==> src/rtl/arq_tx_seq.sv <==
module arq_tx_seq #(
  parameter int CE_HOLD  = 4,
  parameter int TX_CYC   = 3,
  parameter int ACK_WIN  = 8,
  parameter int DLY_UNIT = 2,
  parameter int RTR_W    = 4,
  parameter int DLY_W    = 4,
  parameter int LOST_W   = 4
) (
  input  logic              clk,
  input  logic              rst_n,
  input  logic              pl_avail,
  input  logic              ce_pin,
  input  logic              ack_in,
  input  logic              auto_ack_en,
  input  logic [RTR_W-1:0]  retry_limit,
  input  logic [DLY_W-1:0]  retry_delay,
  input  logic              chan_wr,
  input  logic              clr_done,
  input  logic              clr_maxrt,
  output logic              tx_start,
  output logic              pl_pop,
  output logic              done_flag,
  output logic              maxrt_flag,
  output logic [LOST_W-1:0] lost_cnt,
  output logic [RTR_W-1:0]  retry_cnt
);

  localparam int DLY_MAX = (2 ** DLY_W) * DLY_UNIT;
  localparam int M1      = (CE_HOLD > TX_CYC) ? CE_HOLD : TX_CYC;
  localparam int M2      = (M1 > ACK_WIN) ? M1 : ACK_WIN;
  localparam int CNT_MAX = (M2 > DLY_MAX) ? M2 : DLY_MAX;
  localparam int CNT_W   = $clog2(CNT_MAX + 1);
  localparam logic [CNT_W-1:0] ARM_LAST = CNT_W'(CE_HOLD - 2);
  localparam logic [CNT_W-1:0] TX_LAST  = CNT_W'(TX_CYC - 1);
  localparam logic [CNT_W-1:0] WIN_LAST = CNT_W'(ACK_WIN - 1);

  typedef enum logic [2:0] {S_IDLE, S_ARM, S_TX, S_WAIT, S_GAP} state_t;

  state_t           state;
  logic [CNT_W-1:0] cnt;
  logic             ce_q;
  logic [CNT_W-1:0] gap_last;

  assign gap_last = CNT_W'((int'(retry_delay) + 1) * DLY_UNIT - 1);

  always_ff @(posedge clk or negedge rst_n) begin
    if (!rst_n) begin
      state      <= S_IDLE;
      cnt        <= '0;
      ce_q       <= 1'b0;
      tx_start   <= 1'b0;
      pl_pop     <= 1'b0;
      done_flag  <= 1'b0;
      maxrt_flag <= 1'b0;
      lost_cnt   <= '0;
      retry_cnt  <= '0;
    end else begin
      ce_q     <= ce_pin;
      tx_start <= 1'b0;
      pl_pop   <= 1'b0;
      if (clr_done)  done_flag  <= 1'b0;
      if (clr_maxrt) maxrt_flag <= 1'b0;

      case (state)
        S_IDLE: begin
          if (ce_pin && !ce_q && !maxrt_flag) begin
            state <= S_ARM;
            cnt   <= '0;
          end
        end
        S_ARM: begin
          if (!ce_pin) begin
            state <= S_IDLE;
          end else if (cnt == ARM_LAST) begin
            cnt <= '0;
            if (pl_avail) begin
              state     <= S_TX;
              tx_start  <= 1'b1;
              retry_cnt <= '0;
            end else begin
              state <= S_IDLE;
            end
          end else begin
            cnt <= cnt + 1'b1;
          end
        end
        S_TX: begin
          if (cnt == TX_LAST) begin
            cnt <= '0;
            if (auto_ack_en) begin
              state <= S_WAIT;
            end else begin
              state     <= S_IDLE;
              done_flag <= 1'b1;
              pl_pop    <= 1'b1;
            end
          end else begin
            cnt <= cnt + 1'b1;
          end
        end
        S_WAIT: begin
          if (ack_in) begin
            state     <= S_IDLE;
            cnt       <= '0;
            done_flag <= 1'b1;
            pl_pop    <= 1'b1;
          end else if (cnt == WIN_LAST) begin
            cnt <= '0;
            if (retry_cnt >= retry_limit) begin
              state      <= S_IDLE;
              maxrt_flag <= 1'b1;
              if (lost_cnt != '1) lost_cnt <= lost_cnt + 1'b1;
            end else begin
              state     <= S_GAP;
              retry_cnt <= retry_cnt + 1'b1;
            end
          end else begin
            cnt <= cnt + 1'b1;
          end
        end
        S_GAP: begin
          if (cnt == gap_last) begin
            cnt      <= '0;
            state    <= S_TX;
            tx_start <= 1'b1;
          end else begin
            cnt <= cnt + 1'b1;
          end
        end
        default: state <= S_IDLE;
      endcase

      if (chan_wr) lost_cnt <= '0;
    end
  end

endmodule

==> config.mk <==
export PLATFORM = sky130hd
export DESIGN_NAME = arq_tx_seq
export DESIGN_NICKNAME = d
export VERILOG_FILES = /design/src/rtl/arq_tx_seq.sv
export SDC_FILE = /design/constraint.sdc
export NUM_CORES = 1
export LEC_CHECK = 0
export BUFFER_PORTS_ARGS = -buffer_cell sky130_fd_sc_hd__buf_2
export CORE_MARGIN = 1.5
export CORE_UTILIZATION = 55
export DETAILED_ROUTE_END_ITERATION = 8
export PLACE_DENSITY = 0.75
export REMOVE_ABC_BUFFERS = 1
export SYNTH_ARGS = -nofsm -noshare
export SYNTH_HDL_FRONTEND = slang
export SYNTH_SLANG_ARGS = --single-unit
==> constraint.sdc <==
create_clock -name clk -period 2.4 [get_ports clk]
set_clock_uncertainty 0.1 [all_clocks]
set_input_delay 0 -clock clk [delete_from_list [all_inputs] [get_ports clk]]
set_output_delay 0 -clock clk [all_outputs]
set_load 0.01 [all_outputs]
==> impl_metrics.csv <==
group,metric,value,unit
status,status,"completed",
clock_tree,cts_root_buf,"sky130_fd_sc_hd__clkbuf_4",
clock_tree,clk_pin_slew_worst_paths,0.12,ns
timing,timing.final.hold_violations,0,
synth,synth-main-ff-cell,"sky130_fd_sc_hd__dfrtp_1",
synth,synth_top_area_frac,0.339,
power_and_ir_drop,vdd_ir_drop_max,0.611,mV
placed_design,globalplace.congestion,0.915,
global_route,grt_start_max_net_pins,23,
die,placement_rows,19,
clock_tree,clk-insertion-delay-late,0.31,ns
placed_design,place.port_buffers,28,
finish,fin_nets,247,
global_route,grt_pass1_wl,6300,um
timing,timing.final.crit_period,2.17,ns
route,drc,0,
synth,syn_area,1620,um2
power_and_ir_drop,pwr_density_cell,713,nW/um2
synth,yosys_register_bits,22,
setup_path,data_arrival_at_the_endpoint_of_the_critical_path,2.27,ns
setup_path,cp_max_fo,6,
route,route.vias.total,1476,
global_route,overflow,0,
clock_tree,tritoncts_clock_tree,"done",
die,core_area,2780,um2
flow_run,max-cap-violations,0,
die,die_width,57.3,um
synth,average_footprint_of_a_synthesized_cell,9.12,um2
finish,layout-area-overhead-vs-synth,18.4,%
power_and_ir_drop,power.leakage,0.000895,uW
route,route.antenna.remaining_nets,0,
finish,diodes,0,
clock_tree,cts_num_sinks,22,
synth,synth_seq_area_share,0.339,
route,drt_first_pass_iters,4,
finish,drive_gt1_frac,0.229,
timing,timing.setup.tns,0,ns
finish,fillers,225,
route,drt-vias-per-instance,5.93,
synth,yosysTopAreaCell,"sky130_fd_sc_hd__dfrtp_1",
route,route.final.wire_length,3670,um
synth,yosysUniqueCellTypes,51,
setup_path,crit_type,"reg2reg",
timing,post-route-period-util,0.906,
global_route,grt_antenna_before_repair,0,
synth,synth.yosys.warnings,0,
setup_path,cp-end-kind,"flip-flop",
timing,timing.max_slew.rel_slack,0.618,
timing,max_clock_freq,460,MHz
synth,number_of_enable_type_register_cells_in_the_synthesized_netlist,0,
timing,tightest_slew,0.574,ns
die,io_pins,29,
global_route,grtUsageTotal,0.241,
clock_tree,clock_tree_buf_depth,2,
die,floorplan.initialDensity,0.584,
die,die_y,57.3,um
setup_path,required_time_of_the_worst_setup_path,2.49,ns
die,die_area,3290,um2
route,initialDrtViolationCount,42,
clock_tree,num_cts_buffers,3,
route,wl_per_cell,14.7,um
placed_design,detailedPlacementHpwl,2770,um
timing,report.final.slew_viol_count,0,
synth,synth.top_cells.by_area,"sky130_fd_sc_hd__dfrtp_1 34%, sky130_fd_sc_hd__ha_1 7.7%, sky130_fd_sc_hd__nand2_1 5.3%, sky130_fd_sc_hd__nor2_1 3.7%, sky130_fd_sc_hd__xnor2_1 2.7%",
setup_path,worstSetupStartpointType,"flip-flop",
global_route,via_count_of_the_first_global_routing_pass,1439,
timing,setup_repair_after_global_routing_missed_its_margin,"no",
timing,finalSetupViolCount,0,
power_and_ir_drop,total_power,1370,uW
synth,synth_async_sr_flop_share,1.00,
min_path,hold_path_class,"in2async",
clock_tree,cts_htree_levels,1,
synth,number_of_cells_produced_by_synthesis,178,
[synthesized netlist by cell type (all sizes together), types with 3 or more instances]
master,n
xor2,3
a31oi,3
a22oi,4
nor2b,3
o21ai,13
nand4,3
a21oi,4
nor2,16
xnor2,6
nand2b,4
a21o,4
inv,11
a211oi,4
nand3,8
dfrtp,22
o21a,3
nor3,4
nand2,23
ha,10
[placed cells by master (no fill, tap or decap), drive strengths merged, types with 4 or more instances in the layout]
cell | netlist | final
a211oi | 4 | 4
a21o | 4 | 4
a21oi | 4 | 4
a22oi | 4 | 4
buf | 2 | 33
dfrtp | 22 | 22
dlygate4sd3 | 0 | 8
ha | 10 | 10
inv | 11 | 11
nand2 | 23 | 23
nand2b | 4 | 4
nand3 | 8 | 8
nor2 | 16 | 16
nor3 | 4 | 4
o21ai | 13 | 13
xnor2 | 6 | 6
[layer usage]
layer | routed length, um | GRT usage | part of all wire
met1 | 1680 | 0.317 | 0.46
met2 | 1800 | 0.420 | 0.49
met3 | 176 | 0.0272 | 0.048
met4 | 21 | 0.0664 | 0.0057
met5 | 0 | 0 | 0
[cells by family (layout without fill, tap and decap cells)]
logic type,Yosys count,count (layout),share of synthesized area
xor+xnor,9,9,0.0532
fa+ha+maj,10,10,0.0770
flops,22,22,0.339
simple gates,69,69,0.227
compound gates,52,52,0.258
mux,1,1,0.00616
buf+inv,15,55,0.0401
[stage by stage]
| step | utilization | hold WS, ns | setup WS [ns] | area (um2) | instances |
|---|---|---|---|---|---|
| after global placement | 0.653 | -0.110 | 0.336 | 1820 | 238 |
| after floorplan | - | -0.396 | 0.249 | 1600 | 174 |
| after CTS | 0.690 | 0.0933 | 0.175 | 1920 | 249 |
| after detailed placement | 0.653 | -0.105 | 0.202 | 1820 | 238 |
| after global routing | 0.691 | 0.145 | 0.0205 | 1920 | 249 |
| final | 0.691 | 0.0751 | 0.227 | 1920 | 249 |
[area by class of cell]
| cell class | instances | area [um2] | area share |
|---|---|---|---|
| multi-input cells | 141 | 1010 | 0.526 |
| flip-flops and latches | 22 | 551 | 0.286 |
| repair buffers | 41 | 258 | 0.134 |
| well taps | 31 | 38.8 | 0.0202 |
| clock buffers | 3 | 22.5 | 0.0117 |
| inverters | 11 | 41.3 | 0.0215 |
[where the power goes]
group	switching (uW)	internal, uW
clock network	110	58.6
registers	95.2	431
logic	387	290
[worst max-delay path, cell delays in order (launching register included)]
cell and delay, ns:
sky130_fd_sc_hd__dfrtp_1 0.44, sky130_fd_sc_hd__inv_1 0.06, sky130_fd_sc_hd__ha_1 0.26, sky130_fd_sc_hd__nand2b_1 0.17
sky130_fd_sc_hd__a2111oi_4 0.37, sky130_fd_sc_hd__nor2_1 0.15, sky130_fd_sc_hd__o21a_1 0.25, sky130_fd_sc_hd__o21ai_0 0.16
sky130_fd_sc_hd__o31ai_1 0.09
[worst paths after layout]
check                                          from                        to  slack, ns  depth (start not counted)
max                        retry_cnt[0]$_DFFE_PN0P_  retry_cnt[0]$_DFFE_PN0P_       0.23                          8
min                                           rst_n      maxrt_flag$_DFF_PN0_       0.08                          2
max reg2reg                retry_cnt[0]$_DFFE_PN0P_  retry_cnt[0]$_DFFE_PN0P_       0.23                          8
min reg2reg                     done_flag$_DFF_PN0_       done_flag$_DFF_PN0_       0.42                          1
max in group asynchronous                     rst_n      state[0]$_DFFE_PN0P_       1.79                          2
min in group clk                     retry_delay[3]      state[1]$_DFFE_PN0P_       0.22                          6
[registers in the layout (all words and copies together), names as in the netlist]
name and flops:
lost_cnt 4, state 3, ce_q 1, retry_cnt 4, done_flag 1, cnt 6, maxrt_flag 1, tx_start 1
pl_pop 1
[what timing repair did]
action / 4_1_cts / 5_1_grt
resized for setup: 0 / 1
buffers inserted: 0 / 0
hold buffers: 8 / 0
setup endpoints to repair: 0 / 1
endpoints found under the hold margin: 34 / 0
Note: power is estimated with default switching activity, not from simulation.
